File: config.mk
export PLATFORM = sky130hd
export DESIGN_NAME = dbl_int_status
export DESIGN_NICKNAME = d
export VERILOG_FILES = /design/src/rtl/dis_pkg.sv /design/src/rtl/dis_oor_track.sv /design/src/rtl/dis_pend_buf.sv /design/src/rtl/dis_prim_reg.sv /design/src/rtl/dbl_int_status.sv
export SDC_FILE = /design/constraint.sdc
export NUM_CORES = 1
export LEC_CHECK = 0
export ABC_AREA = 1
export BUFFER_PORTS_ARGS = -buffer_cell sky130_fd_sc_hd__buf_2
export CAP_MARGIN = 5
export CELL_PAD_IN_SITES_DETAIL_PLACEMENT = 1
export CELL_PAD_IN_SITES_GLOBAL_PLACEMENT = 1
export CORE_UTILIZATION = 30
export CTS_BUF_LIST = sky130_fd_sc_hd__clkbuf_4 sky130_fd_sc_hd__clkbuf_8
export DETAILED_ROUTE_END_ITERATION = 6
export GPL_TIMING_DRIVEN = 1
export HOLD_SLACK_MARGIN = 0.05
export PLACE_DENSITY_LB_ADDON = 0.3
export RECOVER_POWER = 50
export SKIP_LAST_GASP = 1
export SYNTH_ARGS = -nofsm -noshare
export SYNTH_HDL_FRONTEND = slang
export SYNTH_SLANG_ARGS = --single-unit
File: constraint.sdc
create_clock -name clk_i -period 1.1 [get_ports clk_i]
set_input_delay 0.11 -clock clk_i [delete_from_list [all_inputs] [get_ports clk_i]]
set_output_delay 0.11 -clock clk_i [all_outputs]
set_load 0.03 [all_outputs]
File: src/rtl/dis_pkg.sv
package dis_pkg;
  localparam int unsigned STAT_W_DEF  = 8;
  localparam int unsigned OOR_POS_DEF = 5;

  typedef enum logic [1:0] {
    DST_NONE = 2'd0,
    DST_PRIM = 2'd1,
    DST_PEND = 2'd2
  } evt_dst_e;
endpackage

File: src/rtl/dis_oor_track.sv
module dis_oor_track (
  input  logic clk_i,
  input  logic rst_ni,
  input  logic fade_i,
  input  logic preamble_i,
  input  logic sync_i,
  input  logic rx_en_i,
  output logic oor_vis_o,
  output logic chg_o
);
  logic oor_q, vis_q, rx_en_q, fall;

  assign fall = rx_en_q & ~rx_en_i;

  always_ff @(posedge clk_i or negedge rst_ni) begin
    if (!rst_ni) begin
      oor_q   <= 1'b0;
      vis_q   <= 1'b0;
      rx_en_q <= 1'b0;
    end else begin
      rx_en_q <= rx_en_i;
      if (fade_i)                   oor_q <= 1'b1;
      else if (preamble_i || sync_i) oor_q <= 1'b0;
      if (fall) vis_q <= oor_q;
    end
  end

  assign oor_vis_o = vis_q;
  assign chg_o     = fall & (oor_q ^ vis_q);

  p_fade_sets_r7: assert property (@(posedge clk_i) disable iff (!rst_ni)
    fade_i |=> oor_q);
  p_clear_r7: assert property (@(posedge clk_i) disable iff (!rst_ni)
    (!fade_i && (preamble_i || sync_i)) |=> !oor_q);
  p_vis_hold_r8: assert property (@(posedge clk_i) disable iff (!rst_ni)
    !fall |=> $stable(vis_q));
  p_chg_flips_r9: assert property (@(posedge clk_i) disable iff (!rst_ni)
    chg_o |=> (vis_q != $past(vis_q)));
endmodule

File: src/rtl/dis_pend_buf.sv
module dis_pend_buf #(
  parameter int unsigned W = 8
) (
  input  logic         clk_i,
  input  logic         rst_ni,
  input  logic         evt_valid_i,
  input  logic         evt_call_i,
  input  logic [W-1:0] evt_bits_i,
  input  logic         hold_i,
  input  logic         take_i,
  output logic         pend_valid_o,
  output logic [W-1:0] pend_bits_o
);
  logic         valid_q;
  logic [W-1:0] bits_q;

  always_ff @(posedge clk_i or negedge rst_ni) begin
    if (!rst_ni) begin
      valid_q <= 1'b0;
      bits_q  <= '0;
    end else if (take_i) begin
      valid_q <= 1'b0;
      bits_q  <= '0;
    end else if (evt_valid_i && hold_i) begin
      valid_q <= 1'b1;
      if (evt_call_i) bits_q <= evt_bits_i;  // last call wins
    end
  end

  assign pend_valid_o = valid_q;
  assign pend_bits_o  = bits_q;

  p_last_wins_r5: assert property (@(posedge clk_i) disable iff (!rst_ni)
    (evt_valid_i && evt_call_i && hold_i && !take_i) |=> (bits_q == $past(evt_bits_i)));
  p_flag_keeps_r9: assert property (@(posedge clk_i) disable iff (!rst_ni)
    (evt_valid_i && !evt_call_i && hold_i && !take_i) |=> ($stable(bits_q) && valid_q));
  p_take_clears_r4: assert property (@(posedge clk_i) disable iff (!rst_ni)
    take_i |=> !valid_q);
endmodule

File: src/rtl/dis_prim_reg.sv
module dis_prim_reg
  import dis_pkg::*;
#(
  parameter int unsigned W = 8
) (
  input  logic         clk_i,
  input  logic         rst_ni,
  input  logic         evt_valid_i,
  input  logic         evt_call_i,
  input  logic [W-1:0] evt_bits_i,
  input  logic         rd_start_i,
  input  logic         rd_end_i,
  input  logic         pend_valid_i,
  input  logic [W-1:0] pend_bits_i,
  output logic         hold_o,
  output logic [W-1:0] prim_o,
  output logic         int_o
);
  logic         busy_q, unread_q, gap_q;
  logic [W-1:0] prim_q, reload_bits;
  evt_dst_e     dst;
  logic         reload;

  assign hold_o = unread_q | busy_q;
  assign reload = rd_end_i & (pend_valid_i | evt_valid_i);

  always_comb begin
    if (evt_call_i && evt_valid_i) reload_bits = evt_bits_i;
    else if (pend_valid_i)         reload_bits = pend_bits_i;
    else                           reload_bits = '0;
  end

  always_comb begin
    if (!evt_valid_i || rd_end_i) dst = DST_NONE;
    else if (hold_o)              dst = DST_PEND;
    else                          dst = DST_PRIM;
  end

  always_ff @(posedge clk_i or negedge rst_ni) begin
    if (!rst_ni) begin
      busy_q   <= 1'b0;
      unread_q <= 1'b0;
      gap_q    <= 1'b0;
      prim_q   <= '0;
    end else begin
      if (rd_end_i)        busy_q <= 1'b0;
      else if (rd_start_i) busy_q <= 1'b1;

      if (rd_end_i) begin
        unread_q <= reload;
        gap_q    <= reload;
        if (reload) prim_q <= reload_bits;
      end else begin
        gap_q <= 1'b0;
        if (dst == DST_PRIM) begin
          unread_q <= 1'b1;
          prim_q   <= evt_call_i ? evt_bits_i : '0;
        end
      end
    end
  end

  assign prim_o = prim_q;
  assign int_o  = unread_q & ~gap_q;

  p_idle_load_r2: assert property (@(posedge clk_i) disable iff (!rst_ni)
    (evt_valid_i && !hold_o && !rd_end_i) |=> int_o);
  p_hold_prim_r3: assert property (@(posedge clk_i) disable iff (!rst_ni)
    (evt_valid_i && hold_o && !rd_end_i) |=> $stable(prim_q));
  p_gap_low_r4: assert property (@(posedge clk_i) disable iff (!rst_ni)
    reload |=> !int_o);
  p_rearm_r4: assert property (@(posedge clk_i) disable iff (!rst_ni)
    (gap_q && !rd_end_i) |=> int_o);
  p_empty_read_r6: assert property (@(posedge clk_i) disable iff (!rst_ni)
    (rd_end_i && !reload) |=> !int_o);
  p_quiet_low_r6: assert property (@(posedge clk_i) disable iff (!rst_ni)
    (!int_o && !gap_q && !evt_valid_i) |=> !int_o);
endmodule

File: src/rtl/dbl_int_status.sv
module dbl_int_status
  import dis_pkg::*;
#(
  parameter int unsigned STAT_W  = STAT_W_DEF,
  parameter int unsigned OOR_BIT = OOR_POS_DEF
) (
  input  logic              clk_i,
  input  logic              rst_ni,
  input  logic              call_valid_i,
  input  logic [STAT_W-1:0] call_status_i,
  input  logic              fade_i,
  input  logic              preamble_i,
  input  logic              sync_i,
  input  logic              rx_en_i,
  input  logic              rd_start_i,
  input  logic              rd_end_i,
  output logic [STAT_W-1:0] status_o,
  output logic              int_o
);
  logic              oor_vis, oor_chg, evt_valid, hold, pend_valid;
  logic [STAT_W-1:0] evt_bits, pend_bits, prim;

  assign evt_valid = call_valid_i | oor_chg;

  for (genvar i = 0; i < STAT_W; i++) begin : g_bit
    if (i == OOR_BIT) begin : g_flag
      assign evt_bits[i] = 1'b0;
      assign status_o[i] = oor_vis;
    end else begin : g_call
      assign evt_bits[i] = call_status_i[i];
      assign status_o[i] = prim[i];
    end
  end

  dis_oor_track u_oor (
    .clk_i      (clk_i),
    .rst_ni     (rst_ni),
    .fade_i     (fade_i),
    .preamble_i (preamble_i),
    .sync_i     (sync_i),
    .rx_en_i    (rx_en_i),
    .oor_vis_o  (oor_vis),
    .chg_o      (oor_chg)
  );

  dis_pend_buf #(.W(STAT_W)) u_pend (
    .clk_i        (clk_i),
    .rst_ni       (rst_ni),
    .evt_valid_i  (evt_valid),
    .evt_call_i   (call_valid_i),
    .evt_bits_i   (evt_bits),
    .hold_i       (hold),
    .take_i       (rd_end_i),
    .pend_valid_o (pend_valid),
    .pend_bits_o  (pend_bits)
  );

  dis_prim_reg #(.W(STAT_W)) u_prim (
    .clk_i        (clk_i),
    .rst_ni       (rst_ni),
    .evt_valid_i  (evt_valid),
    .evt_call_i   (call_valid_i),
    .evt_bits_i   (evt_bits),
    .rd_start_i   (rd_start_i),
    .rd_end_i     (rd_end_i),
    .pend_valid_i (pend_valid),
    .pend_bits_i  (pend_bits),
    .hold_o       (hold),
    .prim_o       (prim),
    .int_o        (int_o)
  );

  p_reset_r1: assert property (@(posedge clk_i)
    !rst_ni |=> (status_o == '0 && !int_o));
  p_flag_event_r9: assert property (@(posedge clk_i) disable iff (!rst_ni)
    (oor_chg && !hold && !rd_end_i && !call_valid_i) |=>
      (int_o && status_o == (STAT_W'(1) << OOR_BIT) * STAT_W'(status_o[OOR_BIT])));
endmodule

# After elaboration in Yosys (flattened, before gate mapping)
# Index checks and enable logic that the tools add are counted.
# totals
regBits,23
word_cells,53
# op_classes
eq_ne,2
muxes,20
n_bitwise,10
n_reduce_logical,12
# op_table
cell,count
8-bit 2-to-1 mux,9
2-bit nonzero test,5
1-bit 2-to-1 mux,9
1-bit bitwise AND,4
2-bit 2-to-1 mux,2
2-bit AND reduction,2
1-bit bitwise OR,3
2-bit by 1-bit == test with 1-bit output (second input constant),1
1-bit logical AND,2
1-bit logical OR,2
2-bit by 1-bit inequality test with 1-bit output (second input constant),1
1-bit inverter,2
1-bit logical NOT,1
1-bit bitwise XOR,1

# Logic depth before layout (Yosys ltp)
# Gate-level depths: netlist of the first run.
# logic_depth
ltp_word,10
depth_mapped,8
depth_no_buf,8

# Cells and area by module
# Synthesis of the first run repeated with hierarchy kept, for this count alone.
# hier_totals
cells_unflattened,191
area_unflattened_um2,1361.3
# modules_own_cells
module,instances,cells_each,area_each_um2,seq_area_each_um2
dis_prim_reg,1,110,759.5,275.3
dis_pend_buf,1,58,444.2,225.2
dis_oor_track,1,18,135.1,75.1
dbl_int_status,1,5,22.5,0.0

# Least setup slack after synthesis of the first run
# Ideal clock, no wire load.
# synth_path
kind,reg2reg
start,register u_oor.vis_q (netlist: u_oor.oor_vis_o)
end,register u_prim.prim_q[0] (netlist: u_prim.prim_o[0])
setup_time_ns,0.117
arrival_ns,0.938
required_time_ns,0.983
slack_ns,0.044
stages_incl_launch_ff,9
path_buffers,0
period_less_slack_ns,1.056
cell_sequence,dfrtp_1 -> inv_1 -> nand2_2 -> nand3_2 -> nand3_2 -> nand2_4 -> nand2_4 -> nand2_1 -> nand2_1
# synth_via
elab_chain_cells,9
word_cells_on_any_way,16
# synth_rtl
item,line_no,rtl
from (decl),dis_oor_track.sv:11,"logic oor_q, vis_q, rx_en_q, fall;"
from (signal assigned),dis_oor_track.sv:24,if (fall) vis_q <= oor_q;
1-bit bitwise XOR *,dis_oor_track.sv:29,assign chg_o = fall & (oor_q ^ vis_q);
1-bit bitwise AND *,dis_oor_track.sv:29,
1-bit bitwise OR *,dbl_int_status.sv:23,assign evt_valid = call_valid_i | oor_chg;
1-bit logical NOT,dis_prim_reg.sv:34,if (!evt_valid_i || rd_end_i) dst = DST_NONE;
1-bit logical OR,dis_prim_reg.sv:34,
2-bit 2-to-1 mux,dis_prim_reg.sv:34,
2-bit by 1-bit == test with 1-bit output,dis_prim_reg.sv:55,if (dst == DST_PRIM) begin
2-bit nonzero test (no source line),-,
2-bit AND reduction (no source line),-,
to (signal assigned),dis_prim_reg.sv:52,if (reload) prim_q <= reload_bits;
to (signal assigned),dis_prim_reg.sv:57,prim_q <= evt_call_i ? evt_bits_i : '0;
to (decl),dis_prim_reg.sv:20,"logic [W-1:0] prim_q, reload_bits;"
# Mark *: on every way between the ends. The rest lies on a longest branch, timed or not. The select of a mux whose other input is x is not followed.
# A chain may end at the register's enable or synchronous reset.

# Worst setup path after layout of the first run
# layout_path
start,register u_pend.valid_q (netlist: u_pend.pend_valid_o)
end,register u_prim.prim_q[6] (netlist: u_prim.prim_o[6])
# layout_via
elab_chain_cells,4
word_cells_on_any_way,8
# layout_rtl
item,line_no,rtl
from (decl),dis_pend_buf.sv:14,logic valid_q;
from (signal assigned),dis_pend_buf.sv:19,valid_q <= 1'b0;
from (signal assigned),dis_pend_buf.sv:22,valid_q <= 1'b0;
from (signal assigned),dis_pend_buf.sv:25,valid_q <= 1'b1;
1-bit bitwise OR or 8-bit 2-to-1 mux (tied branches),"dis_prim_reg.sv:25, dis_prim_reg.sv:29",
1-bit bitwise AND or 8-bit 2-to-1 mux (tied branches),"dis_prim_reg.sv:25, dis_prim_reg.sv:28",
2-bit by 1-bit inequality test with 1-bit output (no source line) or 8-bit 2-to-1 mux (tied branches),-,
2-bit AND reduction (no source line) or 8-bit 2-to-1 mux (tied branches),-,
# Parallel ways exist; a longest one is shown, timed or not. The select of a mux whose other input is x is not followed.

==> flow_summary.yaml, run 1 <==
final_layout:
  fill_cells: 378
  finalNetCount: 162
  post_route_cells_drive_above_1_share: 0.403
  antennaDiodeCount: 0
  regArea_um2: 526
  area_delta_synth_final_pct: 37.2
  post-route-util: 0.437
  multi_input_area_um2: 423
global_route:
  grtUsageMet2: 0.239
  grt_max_degree: 22
  grt_pass1_wl_um: 3960
  antenna_found_initial: 0
  grt.total_usage: 0.153
  grt_pass1_vias: 861
  gr-usage-met1: 0.201
  top_usage_layer: "met2"
  grt_use_met3: 0.0264
  grt_overflow: 0
routing:
  ant_nets: 0
  drtPass1Iterations: 4
  wirelength_um: 2420
  via_count: 871
  wl_per_cell_um: 12.9
  viasPerCell: 4.63
  drc: 0
  first_iter_violations: 20
sta:
  post-route-min-period_ns: 1.20
  hold_viol: 0
  period_share: 1.09
  skew_ns: 0.00205
  relSlewSlack: 0.652
  fin_ws_ns: -0.0954
  timing.setup.tns_ns: -0.508
  slew_violations: 0
  fmax_mhz: 837
  tightestPinTransition_ns: 0.522
  holdWs_ns: 0.0623
  grt_setup_unrepaired: "true"
  setup_viol: 10
floorplanning:
  start_util: 0.318
  die-width_um: 58.9
  row_count: 20
  core_area_mm2: 0.00305
  die_h_um: 58.9
  pin_count: 26
  dieArea_mm2: 0.00347
logic_synthesis:
  synth_cells: 104
  synth-seq-cells: 21
  synth_simple_gate_area_frac: 0.245
  synth_common_cells: "nand2_1 (24), dfrtp_1 (21), inv_1 (15)"
  async_flop_share: 1.00
  synth-adder-area-share: 0
  ys.warnings.count: 0
  synth.avg_cell_area_um2: 9.35
  synth_compound_area_frac: 0.129
  synthXorXnorAreaFrac: 0
  synth_edf_count: 0
  synth.area.mux_share: 0
  netlist_area_um2: 972
  yosysUniqueCellTypes: 20
  synth_seq_area_share: 0.541
  synth_top_area_share: 0.541
  syn-num-nets: 121
  yosysMostFrequentCell: "nand2_1"
  ys.flop_type: "dfrtp_1"
  yosys.area.top_type: "dfrtp_1"
  synth_area_leaders: "dfrtp_1 (54%), nand2_1 (9.3%), inv_1 (5.8%)"
  synth_top_family_by_area: "simple AND/OR/NAND/NOR gates"
cts:
  cts.htree.levels: 1
  cts_tree: "built"
  cts_root_buffer: "clkbuf_4"
  cts_buffer_depth: 2
  clk_pin_slew_ns: 0.12
  clk-insertion-delay-late_ns: 0.32
  numCtsBuffers: 3
  cts.sink_count: 21
pwr:
  power.density_mw_per_mm2: 1370
  vdd_drop_max_uv: 440
  p_leak_uw: 0.000679
setup_path:
  worstPathRequired_ns: 1.37
  end_kind: "flip-flop"
  cp.arrival_ns: 1.46
  start_kind: "flip-flop"
  crit_type: "flip-flop to flip-flop"
  worst-path-max-fanout: 7
placed_design:
  port_buffers: 24
  dp.final_hpwl_um: 1660
  gp_routability_congestion: 0.764
run:
  maxCapViolations: 0
min_path:
  min_path_type: "input port to flip-flop"
run_status:
  outcome: "finished with violations"
  violations: "setup timing"
-- layout by cell type (no fill, tap or decap), drive strengths merged --
master and instances:
nand2 32, buf 30, dfrtp 21, inv 17
nand3 9, o22ai 7, o31ai 7, nor2 5
clkbuf 5, dlygate4sd3 4, o211ai 2, o21ai 2
nor3 1, or2 1, clkinv 1
-- worst max-delay path: stages, from the launching register on --
cell and delay [ns]:
dfrtp_1 0.38, inv_1 0.08, buf_4 0.17, o31ai_1 0.36, nand2_2 0.09, nand2_1 0.06
-- cell type report --
type | instances | share of cell area
clock buffer | 3 | 0.0169
tap | 44 | 0.0413
clock inverter | 1 | 0.00375
sequential | 21 | 0.394
timing repair buffer | 36 | 0.175
multi-input combinational | 66 | 0.317
inverter | 17 | 0.0516
-- state kept, by name, summed over array words and instances (netlist names) --
register / count
u_oor.oor_q: 1
u_oor.oor_vis_o: 1
u_oor.rx_en_q: 1
u_pend.pend_bits_o: 7
u_pend.pend_valid_o: 1
u_prim.busy_q: 1
u_prim.gap_q: 1
u_prim.prim_o: 7
u_prim.unread_q: 1
-- stage by stage --
stage          worst slack (ns)  instance area (um2)  total power (uW)  cells
6_report                -0.0954                 1330              1830    188
5_1_grt                  -0.168                 1330              1930    188
4_1_cts                 -0.0828                 1290              1820    186
3_5_place_dp             -0.109                 1170              1380    175
3_3_place_gp            -0.0499                 1170              1360    175
2_1_floorplan            0.0445                  972              1210    104
-- path summary, 6_finish.rpt --
path	from	to	slack [ns]	cells after the start
worst max-delay path	u_pend.pend_valid_o	u_prim.prim_o[6]	-0.1	5
worst min-delay path	rd_end_i	u_prim.busy_q	0.06	2
worst max register to register	u_pend.pend_valid_o	u_prim.prim_o[6]	-0.1	5
worst min register to register	u_prim.prim_o[7]	u_prim.prim_o[7]	0.52	2
max in group asynchronous	rst_ni	u_oor.oor_q	0.47	2
min in group asynchronous	rst_ni	u_prim.busy_q	0.28	2
-- what timing repair did --
item / in CTS / in global routing
gates cloned: 1 / 1
hold buffers: 4 / 0
buffers inserted: 2 / 1
pin swaps: 4 / 1
setup endpoints to repair: 14 / 18
gates resized for setup: 9 / 4
hold endpoints to repair: 24 / 0
-- power breakdown --
part | switching [uW] | internal, uW | total (uW)
sequential | 39.2 | 853 | 892
combinational | 349 | 198 | 547
clock | 258 | 136 | 395
-- cell families after synthesis --
kind of cell / after synthesis
AO/OA/AOI/OAI: 18
buffers and inverters: 19
flip-flops: 21
AND/OR/NAND/NOR: 46
-- routing by layer --
| metal | vias to the layer above | share of wire |
|---|---|---|
| met3 | 5 | 0.033 |
| met4 | 0 | 0.024 |
| met5 | - | 0 |
| li1 | 420 | - |
| met2 | 21 | 0.49 |
| met1 | 425 | 0.46 |
(Power assumes the default switching activity.)
==> inputs of run 2 (changes only) <==
--- a/config.mk
+++ b/config.mk
@@ -9,8 +9,8 @@
 export BUFFER_PORTS_ARGS = -buffer_cell sky130_fd_sc_hd__buf_2
 export CAP_MARGIN = 5
 export CELL_PAD_IN_SITES_DETAIL_PLACEMENT = 1
-export CELL_PAD_IN_SITES_GLOBAL_PLACEMENT = 1
-export CORE_UTILIZATION = 30
+export CELL_PAD_IN_SITES_GLOBAL_PLACEMENT = 2
+export CORE_UTILIZATION = 28
 export CTS_BUF_LIST = sky130_fd_sc_hd__clkbuf_4 sky130_fd_sc_hd__clkbuf_8
 export DETAILED_ROUTE_END_ITERATION = 6
 export GPL_TIMING_DRIVEN = 1
@@ -18,6 +18,7 @@
 export PLACE_DENSITY_LB_ADDON = 0.3
 export RECOVER_POWER = 50
 export SKIP_LAST_GASP = 1
+export SLEW_MARGIN = 20
 export SYNTH_ARGS = -nofsm -noshare
 export SYNTH_HDL_FRONTEND = slang
 export SYNTH_SLANG_ARGS = --single-unit
==> run 2 against run 1 <==
Against the previous run:
- the flow still finishes with violations (setup timing)
- total power increased by 0.72%
- cell count did not move
- hold slack improved by 0.041 ns
- largest cell class unchanged
- setup slack improved by 0.017 ns
- maximum frequency is 1.4% higher
==> flow_summary.yaml, run 2 (same netlist as run 1, synthesis figures left out) <==
final_layout:
  finalNetCount: 160
  regArea_um2: 526
  antennaDiodeCount: 0
  post_route_cells_drive_above_1_share: 0.430
  finalNonFillerCells: 188
  multi_input_area_um2: 452
  area_delta_synth_final_pct: 39.0
  post-route-util: 0.405
  fill_cells: 404
  final_cell_mix: "buf_2 (21), dfrtp_1 (21), nand2_1 (18)"
sta:
  hold_viol: 0
  period_share: 1.07
  post-route-min-period_ns: 1.18
  slew_violations: 0
  relSlewSlack: 0.653
  setup_viol: 8
  grt_setup_unrepaired: "true"
  skew_ns: 0.00212
  timing.setup.tns_ns: -0.517
  fin_ws_ns: -0.0789
  tightestPinTransition_ns: 0.520
  holdWs_ns: 0.103
  fmax_mhz: 848
routing:
  ant_nets: 0
  via_count: 836
  drtPass1Iterations: 4
  first_iter_violations: 42
  viasPerCell: 4.45
  wirelength_um: 2350
  drc: 0
  wl_per_cell_um: 12.5
global_route:
  antenna_found_initial: 0
  grt_pass1_wl_um: 3990
  grtUsageMet2: 0.223
  grt.total_usage: 0.151
  grt_pass1_vias: 813
  grt_overflow: 0
  gr-usage-met1: 0.215
  grt_use_met3: 0.0512
  grt_max_degree: 22
  top_usage_layer: "met2"
placed_design:
  gp_routability_congestion: 0.767
  placedCellCount: 176
  port_buffers: 24
  dp.final_hpwl_um: 1690
pwr:
  p_leak_uw: 0.000677
  vdd_drop_max_uv: 627
  power_uw: 1850
  power.density_mw_per_mm2: 1370
setup_path:
  worstPathRequired_ns: 1.30
  worst-path-max-fanout: 7
  end_kind: "flip-flop"
  crit_type: "flip-flop to flip-flop"
  start_kind: "flip-flop"
  cp.arrival_ns: 1.38
cts:
  numCtsBuffers: 3
  clk_pin_slew_ns: 0.11
  cts_buffer_depth: 2
  cts.htree.levels: 1
  cts.sink_count: 21
  cts_root_buffer: "clkbuf_4"
  cts_tree: "built"
  clk-insertion-delay-late_ns: 0.30
run_status:
  outcome: "finished with violations"
  violations: "setup timing"
floorplanning:
  core_area_mm2: 0.00334
  die-width_um: 60.9
  row_count: 21
  dieArea_mm2: 0.00371
  die_h_um: 60.9
  pin_count: 26
  start_util: 0.291
min_path:
  min_path_type: "input port to flip-flop"
run:
  maxCapViolations: 0
-- run 2: path summary, 6_finish.rpt --
path | start | end | slack [ns] | cells after the start
hold reg to reg | u_prim.prim_o[7] | u_prim.prim_o[7] | 0.53 | 2
setup / recovery | u_oor.oor_q | u_prim.prim_o[2] | -0.08 | 8
setup reg to reg | u_oor.oor_q | u_prim.prim_o[2] | -0.08 | 8
hold / removal | call_status_i[2] | u_pend.pend_bits_o[2] | 0.10 | 3
max in group asynchronous | rst_ni | u_prim.prim_o[6] | 0.45 | 2
min in group asynchronous | rst_ni | u_oor.oor_vis_o | 0.30 | 2
-- run 2: layout make-up --
cell class | count | area share
flip-flops and latches | 21 | 0.389
multi-input cells | 65 | 0.334
repair buffers | 35 | 0.161
inverters | 17 | 0.0509
well taps | 46 | 0.0426
clock buffers | 4 | 0.0222
-- run 2: power by group --
part	internal (uW)	switching, uW
Clock	166	223
Combinational	201	361
Sequential	853	42.2
-- run 2: per-layer routing --
layer / share of wire / wire length [um] / vias to the layer above
met3: 0.047 / 111 / 2
li1: - / - / 418
met5: 0 / 0 / -
met1: 0.47 / 1110 / 398
met4: 0.0068 / 16 / 0
met2: 0.47 / 1120 / 18
-- run 2: worst max-delay path, stage by stage, from the launching register on --
cell and delay [ns]:
dfrtp_1 0.42, inv_2 0.07, nand2_2 0.06, nand3_4 0.09
nand3_4 0.12, nand2_8 0.12, nand2_8 0.08, nand2_1 0.07
nand2_1 0.05
-- run 2: metrics by stage --
stage	setup WS, ns	area (um2)
final	-0.0789	1350
after global routing	-0.162	1350
after CTS	-0.0778	1280
after detailed placement	-0.0932	1160
after global placement	-0.0566	1160
after floorplan	0.0445	972
-- run 2: timing repair --
action / CTS / global route
gates resized for setup: 7 / 14
setup endpoints to repair: 16 / 16
hold endpoints to repair: 24 / 0
cloned: 1 / 0
hold buffers: 4 / 0
setup buffers: 1 / 2
pin swaps: 2 / 5
